### config.mk
export PLATFORM = sky130hd
export DESIGN_NAME = wave_table_player
export DESIGN_NICKNAME = d
export VERILOG_FILES = /design/src/rtl/wfseq_pkg.sv /design/src/rtl/wfseq_decode.sv /design/src/rtl/wfseq_hold_timer.sv /design/src/rtl/wfseq_pix_range.sv /design/src/rtl/wave_table_player.sv
export SDC_FILE = /design/constraint.sdc
export NUM_CORES = 1
export LEC_CHECK = 0
export CORE_AREA = 2 2 70 99
export DETAILED_ROUTE_END_ITERATION = 8
export DIE_AREA = 0 0 72 101
export GPL_TIMING_DRIVEN = 0
export PLACE_DENSITY = 0.84
export SYNTH_ARGS = -nofsm -noshare
export SYNTH_HDL_FRONTEND = slang
export SYNTH_HIERARCHICAL = 1
export SYNTH_SLANG_ARGS = --single-unit
### constraint.sdc
create_clock -name clk -period 3.3 [get_ports clk]
set_input_delay 0.825 -clock clk [delete_from_list [all_inputs] [get_ports clk]]
set_output_delay 0.825 -clock clk [all_outputs]
set_load 0.05 [all_outputs]
### src/rtl/wfseq_pkg.sv
// Shared field widths, word layout and state encoding for the waveform
// table sequencer. Assumes 24-bit table words.
package wfseq_pkg;
    localparam int WORD_W  = 24;
    localparam int DLY_W   = 7;
    localparam int BOARD_W = 4;
    localparam int DATA_W  = 12;
    localparam int FIRST_W = 6;
    localparam int LAST_W  = 5;
    localparam logic [BOARD_W-1:0] LOCAL_BOARD = 4'hF;

    // Layout of one waveform word, most significant field first
    typedef struct packed {
        logic               coarse;
        logic [DLY_W-1:0]   dly;
        logic [BOARD_W-1:0] board;
        logic [DATA_W-1:0]  data;
    } wf_word_t;

    typedef enum logic [1:0] {
        S_IDLE = 2'd0,
        S_LEN  = 2'd1,
        S_WORD = 2'd2,
        S_HOLD = 2'd3
    } seq_state_t;
endpackage

### src/rtl/wfseq_decode.sv
// Splits a waveform word into its destination, payload and hold length in
// clock cycles. Purely combinational; assumes HOLD_W = DLY_W + COARSE_SHIFT.
module wfseq_decode
    import wfseq_pkg::*;
#(
    parameter int COARSE_SHIFT = 4,
    parameter int HOLD_W       = DLY_W + COARSE_SHIFT
) (
    input  logic [WORD_W-1:0]  word_in,
    output logic [HOLD_W-1:0]  hold,
    output logic [BOARD_W-1:0] board,
    output logic [DATA_W-1:0]  data,
    output logic               is_local
);
    wf_word_t w;

    // Field split and hold scaling by the selected unit
    always_comb begin
        w        = wf_word_t'(word_in);
        board    = w.board;
        data     = w.data;
        is_local = (w.board == LOCAL_BOARD);
        if (w.coarse)
            hold = HOLD_W'({w.dly, {COARSE_SHIFT{1'b0}}});
        else
            hold = HOLD_W'(w.dly);
    end
endmodule

### src/rtl/wfseq_hold_timer.sv
// Down-counter that times the hold of one word. Loaded with the hold length
// in the word's first cycle; 'last' marks the final hold cycle.
// Assumes load_val is nonzero whenever load is asserted.
module wfseq_hold_timer #(
    parameter int W = 11
) (
    input  logic         clk,
    input  logic         rst_n,
    input  logic         load,
    input  logic [W-1:0] load_val,
    output logic         last
);
    logic [W-1:0] cnt;

    // Load or count down towards zero
    always_ff @(posedge clk) begin
        if (!rst_n)
            cnt <= '0;
        else if (load)
            cnt <= load_val;
        else if (cnt != '0)
            cnt <= cnt - W'(1);
    end

    // Final cycle of the hold
    assign last = (cnt == W'(1));
endmodule

### src/rtl/wfseq_pix_range.sv
// Local register pair holding the first and last converter channel of the
// pixel-transmit sequence, written from a reserved-board payload.
module wfseq_pix_range
    import wfseq_pkg::*;
(
    input  logic               clk,
    input  logic               rst_n,
    input  logic               wr_en,
    input  logic [DATA_W-1:0]  payload,
    output logic [FIRST_W-1:0] first_ch,
    output logic [LAST_W-1:0]  last_ch
);
    // Capture both channel fields on a local write
    always_ff @(posedge clk) begin
        if (!rst_n) begin
            first_ch <= '0;
            last_ch  <= '0;
        end else if (wr_en) begin
            first_ch <= payload[FIRST_W-1:0];
            last_ch  <= payload[FIRST_W +: LAST_W];
        end
    end
endmodule

### src/rtl/wave_table_player.sv
// Waveform table sequencer. On start it reads a length header at base_addr,
// then plays header+1 words: bus words raise a one-cycle write strobe with
// board and payload, reserved-board words load the local channel range.
// Each word lasts one cycle plus its hold. Assumes a combinational table
// read (tbl_word valid for tbl_addr in the same cycle) and ADDR_W <= 24.
module wave_table_player
    import wfseq_pkg::*;
#(
    parameter int ADDR_W       = 8,
    parameter int COARSE_SHIFT = 4
) (
    input  logic               clk,
    input  logic               rst_n,
    input  logic               start,
    input  logic [ADDR_W-1:0]  base_addr,
    output logic [ADDR_W-1:0]  tbl_addr,
    input  logic [WORD_W-1:0]  tbl_word,
    output logic [BOARD_W-1:0] bp_board,
    output logic [DATA_W-1:0]  bp_data,
    output logic               bp_wr,
    output logic [FIRST_W-1:0] px_first,
    output logic [LAST_W-1:0]  px_last,
    output logic               busy,
    output logic               done
);
    localparam int HOLD_W = DLY_W + COARSE_SHIFT;
    localparam int REM_W  = ADDR_W + 1;

    seq_state_t         state;
    logic [ADDR_W-1:0]  ptr;
    logic [REM_W-1:0]   rem;
    logic [HOLD_W-1:0]  hold;
    logic [BOARD_W-1:0] dec_board;
    logic [DATA_W-1:0]  dec_data;
    logic               dec_local;
    logic               tmr_last;
    logic               hold_zero;

    wfseq_decode #(
        .COARSE_SHIFT(COARSE_SHIFT),
        .HOLD_W      (HOLD_W)
    ) u_decode (
        .word_in (tbl_word),
        .hold    (hold),
        .board   (dec_board),
        .data    (dec_data),
        .is_local(dec_local)
    );

    wfseq_hold_timer #(
        .W(HOLD_W)
    ) u_timer (
        .clk     (clk),
        .rst_n   (rst_n),
        .load    (state == S_WORD && !hold_zero),
        .load_val(hold),
        .last    (tmr_last)
    );

    wfseq_pix_range u_pix (
        .clk     (clk),
        .rst_n   (rst_n),
        .wr_en   (state == S_WORD && dec_local),
        .payload (dec_data),
        .first_ch(px_first),
        .last_ch (px_last)
    );

    // Table address: base while idle, running pointer otherwise
    assign tbl_addr  = (state == S_IDLE) ? base_addr : ptr;
    assign hold_zero = (hold == '0);
    assign busy      = (state != S_IDLE);

    // Sequencing of header, word slots and holds; bus outputs and done
    always_ff @(posedge clk) begin
        if (!rst_n) begin
            state    <= S_IDLE;
            ptr      <= '0;
            rem      <= '0;
            bp_board <= '0;
            bp_data  <= '0;
            bp_wr    <= 1'b0;
            done     <= 1'b0;
        end else begin
            bp_wr <= 1'b0;
            done  <= 1'b0;
            case (state)
                S_IDLE: begin
                    if (start) begin
                        ptr   <= base_addr;
                        state <= S_LEN;
                    end
                end
                S_LEN: begin
                    rem   <= {1'b0, tbl_word[ADDR_W-1:0]} + REM_W'(1);
                    ptr   <= ptr + ADDR_W'(1);
                    state <= S_WORD;
                end
                S_WORD: begin
                    ptr <= ptr + ADDR_W'(1);
                    rem <= rem - REM_W'(1);
                    if (!dec_local) begin
                        bp_board <= dec_board;
                        bp_data  <= dec_data;
                        bp_wr    <= 1'b1;
                    end
                    if (!hold_zero) begin
                        state <= S_HOLD;
                    end else if (rem == REM_W'(1)) begin
                        state <= S_IDLE;
                        done  <= 1'b1;
                    end
                end
                S_HOLD: begin
                    if (tmr_last) begin
                        if (rem == '0) begin
                            state <= S_IDLE;
                            done  <= 1'b1;
                        end else begin
                            state <= S_WORD;
                        end
                    end
                end
                default: state <= S_IDLE;
            endcase
        end
    end
endmodule

**Word level (Yosys, flattened, before mapping)**

Cells that the tools add are included.

- Muxes and demuxes: 19
- Reductions and logical operators: 16
- Bitwise logic cells: 1
- Add/sub/neg operators: 4
- Eq/ne operators: 9

Operator list:

| kind | number |
|---|---|
| 11-bit two-way mux | 3 |
| 9-bit one-hot mux with 2 select lines | 1 |
| 8-bit two-way mux | 2 |
| 8-bit one-hot mux with 2 select lines | 1 |
| 11-bit by 1-bit == test with 1-bit output (second input constant) | 1 |
| 11-bit logical NOT | 1 |
| 11-bit nonzero test | 1 |
| 11-bit by 1-bit subtractor with 11-bit output (second input constant) | 1 |
| 2-bit two-way mux | 5 |
| 8-bit by 1-bit adder with 9-bit output (second input constant) | 1 |
| 9-bit by 1-bit == test with 1-bit output (second input constant) | 1 |
| 9-bit logical NOT | 1 |
| 9-bit by 1-bit subtractor with 9-bit output (second input constant) | 1 |
| 8-bit by 1-bit adder with 8-bit output (second input constant) | 1 |
| 2-bit one-hot mux with 4 select lines | 1 |
| 2-bit nonzero test | 4 |
| 2-bit AND reduction | 3 |
| 1-bit two-way mux | 5 |
| 2-bit == test (second input constant) | 2 |
| 4-bit == test (second input constant) | 1 |
| 2-bit inequality test (second input constant) | 2 |
| 3-bit by 2-bit inequality test with 1-bit output (second input constant) | 1 |
| 3-bit AND reduction | 1 |
| 2-bit by 1-bit == test with 1-bit output (second input constant) | 1 |
| 6 further kinds | 7 |

- Logic and storage cells: 59
- Input port bits: 35
- Register bits after elaboration: 59

**Longest topological paths before layout**

- Depth after elaboration: 5
- Mapped depth: 10
- Mapped depth without buffers: 8

**Hierarchy**

The synthesis kept the hierarchy.

By module, submodules not included:

| module | seq. area each (um^2) | instances | area an instance (um^2) | cells an instance |
|---|---|---|---|---|
| wave_table_player | 740.7 | 1 | 2122.0 | 275 |
| wfseq_hold_timer | 220.2 | 1 | 659.4 | 79 |
| wfseq_pix_range | 220.2 | 1 | 414.1 | 35 |
| wfseq_decode | 0.0 | 1 | 231.5 | 29 |

**Worst setup path before layout**

No wires, ideal clock.

- Path type: register to output
- Start point: register state[0]
- End point: output tbl_addr[1]
- Arrival time: 1696 ps
- Path slack: 779 ps
- Cell stages (with the launch flop): 6
- Cell sequence: dfxtp_1 > inv_1 > ha_1 > buf_1 > clkbuf_1 > mux2_2

- Word-level cells in the longest chain between the ends: 2

RTL lines:

| what | line | RTL |
|---|---|---|
| start: declaration | wave_table_player.sv:29 | `seq_state_t state;` |
| start signal: assignment | wave_table_player.sv:77 | `state <= S_IDLE;` |
| start signal: assignment | wave_table_player.sv:91 | `state <= S_LEN;` |
| start signal: assignment | wave_table_player.sv:97 | `state <= S_WORD;` |
| 2-bit logical NOT | wave_table_player.sv:70 | `assign tbl_addr = (state == S_IDLE) ? base_addr : ptr;` |
| 8-bit two-way mux | wave_table_player.sv:70 |  |
| end: declaration | wave_table_player.sv:16 | `output logic [ADDR_W-1:0] tbl_addr,` |

No other way between the ends.

**Final worst setup path**

- Start point: register state[0]
- End point: output busy

- Word-level cells in the longest chain between the ends: 1

RTL lines:

| what | line | RTL |
|---|---|---|
| 2-bit nonzero test | wave_table_player.sv:72 | `assign busy = (state != S_IDLE);` |
| end: declaration | wave_table_player.sv:23 | `output logic busy,` |

No other way between the ends.

==> impl_results.md <==
- Hold Path Cell Cnt: 2
- Final Setup Violations: 0
- Leakage: 0.00168 uW
- Area share of the largest cell type after synthesis: 34.5%
- Post-DRT Antenna Nets: 0
- Initial antenna violation count: 0
- Crit Path Max Fanout: 10
- Layout cell share with drive strength beyond 1: 11.0%
- Worst R2R End: u_timer/cnt[1]
- TNS Setup: 0 ns
- Layout Nets: 542
- DIE WIDTH: 72 um
- Count of port buffers added during placement: 68
- GR Util All Layers: 25.2%
- CTS tree: done
- Flop2flop setup slack: 0.89 ns
- Htree depth: 3
- Status: finished, final reports clean
- Kind of critical path: flip-flop to output port
- Largest delay contributor family on the critical path: buffers and inverters
- First-pass GRT wire length: 14400 um
- Worst path cell trace: inv_1 -> ha_1 -> buf_2 -> clkbuf_2 -> inv_1 -> clkdlybuf4s50_1
- Drt pass-1 iters: 4
- Die Y: 101 um
- Async set-reset flop share out of synthesis: 0%
- Reg2Reg Depth: 10
- Yosys warns: 6
- Multi-input logic area: 1960 sq um
- CORE AREA: 6440 sq um
- PostCTS Resize Cnt: 8
- CP bufs+invs: 5
- Top FF cell, synth: dfxtp_1
- Initial Utilization: 53.2%
- CTS sink cnt: 59
- Slowest cell on the critical path: clkdlybuf4s50_1
- Worst min-delay path startpoint: bp_data[2]
- Reg-to-Reg Start: state[0]
- Hold Crit Endpoint: bp_data[2]
- Row cnt: 35
- Vias/cell: 5.78
- ANT cells: 0
- Peak Freq: 0.313 GHz
- Worst hold slack: 0.454 ns
- Post-synth EDFFs: 0
- CTS Root Cell: clkbuf_8
- CP peak stage delay: 0.80 ns
- Seq/Total Area, Yosys: 34.5%
- Max-cap viol count: 0
- Post-DP HPWL: 6740 um
- Most common cell after layout, fill and taps aside: clkdlybuf4s50_1
- Max-Slew Margin vs Limit: 55.4%
- Final wirelength: 8910 um
- Synthesized instance count: 418
- Gr ovfl total: 0
- Final min period: 3.20 ns
- Crit. End Element: output port
- DR vias: 3332
- Period utilisation layout: 96.9%
- Hold Crit Class: flip-flop to flip-flop
- Clk buf depth: 2
- Fin. Hold Viols: 0
- Vias in the first global route: 3244
- Slew Limit Fails: 0
- Residual DRC: 0
- Worst skew pair latency: 0.35 ns
- Ports: 73
- RSZ-0062 raised after global routing: no
- Syn Area/Cell: 8.20 sq um
- Layout area overhead: 28.3%
- Post-synth cell types: 59
- Synth top area cells: dfxtp_1 (34%), nand2_1 (5.4%), mux2i_1 (4.7%)
- Gpl congestion: 0.954
- Fillers: 549
- Critical Path AT: 2.37 ns
- Total setup buffers inserted after CTS: 0
- Worst-margin pin slew: 0.650 ns
- Average wire per standard cell: 15.5 um
- CP Launch Type: flip-flop
- Seq cells post-synth: 59
- Critical Path RT: 2.47 ns
- Worst Skew: 0.00860 ns
- Post-synth design cell area: 3430 sq um
- CTS buffer count: 9
- Leading area contributor after synthesis: dfxtp_1
- VDD IR-drop max: 0.000446 V
- Largest net degree at the start of global routing: 12
- Syn nets: 463
- Die area: 7270 sq um
- Most used cell, CP: inv_1
- Initial DRC count: 147
- Register Area: 1180 sq um
- Commonest non-fill, non-tap cells in the layout: clkdlybuf4s50_1 (62), dfxtp_1 (59), nand2_1 (49)
- PwrDens: 862 nW/um^2
- Clk slew on worst S/H paths: 0.07 ns
- Hold buffer count at CTS: 0
==> how the worst max path moves through the flow <==
stage                     cells after the start  slack [ns]           to     start
after floorplan                               5        0.78  tbl_addr[1]  state[0]
final                                         6        0.10         busy  state[0]
after CTS                                     6        0.10         busy  state[0]
after global placement                        6       -0.03  tbl_addr[1]  state[0]
after global routing                          6      0.0007         busy  state[0]
after detailed placement                      6       -0.04  tbl_addr[1]  state[0]
==> cell families (layout without fill, tap and decap cells) <==
| family | Yosys count | count (layout) | synth area share (%) |
|---|---|---|---|
| simple gates | 165 | 165 | 25.5 |
| buf+inv | 56 | 140 | 8.36 |
| xor+xnor | 9 | 9 | 2.30 |
| mux | 27 | 27 | 8.51 |
| fa+ha+maj | 10 | 10 | 3.65 |
| compound gates | 92 | 92 | 17.2 |
| flops | 59 | 59 | 34.5 |
==> cell usage after synthesis (4+ instances only) <==
master,instances
dfxtp_1,59
nand2_1,49
a21oi_1,31
nor2_1,24
nand3_1,21
clkbuf_1,18
nor2b_1,18
buf_4,16
inv_1,16
mux2i_1,16
o21ai_0,16
ha_1,10
mux2_2,9
nand2b_1,7
nand4_1,6
nor3_1,6
nor4_1,6
o211ai_1,6
a31oi_1,5
and2_1,5
xor2_1,5
and3_1,4
and4_1,4
xnor2_1,4
==> metal layers <==
layer  vias up  part of all wire, %  GRT usage (%)
met1      1573                   38           25.1
met2       100                   53           46.9
met4         0                  3.3           12.5
met5         -                    0              0
li1       1632                    -              -
met3        27                  6.2           6.90
==> tightest hold or removal path: cells and delay by family (launching register included) <==
family / cells / cell delay [ns]
AND/OR/NAND/NOR: 1 / 0.05
AO/OA/AOI/OAI: 1 / 0.05
flip-flops: 1 / 0.31
==> cell type report <==
type                            count  area share, %
Inverter                           17           1.45
Timing Repair Buffer               68           15.3
Clock buffer                       10           3.13
Buffer                             39           5.12
Multi-Input combinational cell    303           44.6
Sequential cell                    59           26.9
Clock inverter                      6           1.45
Tap cell                           74           2.11
==> report_power, final <==
group	internal (uW)	total (uW)	leakage, uW	switching (uW)
logic	766	2020	0.00110	1260
registers	894	1090	0.000482	194
clock network	369	676	0.0000987	308
total	2030	3790	0.00168	1760
==> through the flow <==
| step | utilization, % | worst slack, ns | cells | power (uW) | instance area [sq um] |
|---|---|---|---|---|---|
| after floorplan | - | 0.779 | 418 | 2560 | 3430 |
| after detailed placement | 65.2 | -0.0409 | 560 | 3120 | 4200 |
| after CTS | 68.3 | 0.101 | 576 | 3780 | 4400 |
| after global routing | 68.3 | 0.000714 | 576 | 4030 | 4400 |
| after global placement | 65.2 | -0.0295 | 560 | 3050 | 4200 |
| final | 68.3 | 0.104 | 576 | 3790 | 4400 |
==> flip-flops by register name, indices dropped and copies added (netlist names) <==
| name | count |
|---|---|
| u_pix/last_ch | 5 |
| rem | 9 |
| state | 2 |
| bp_board | 4 |
| bp_data | 12 |
| u_pix/first_ch | 6 |
| done | 1 |
| u_timer/cnt | 11 |
| bp_wr | 1 |
| ptr | 8 |
Power figures use the tool's default switching activity.
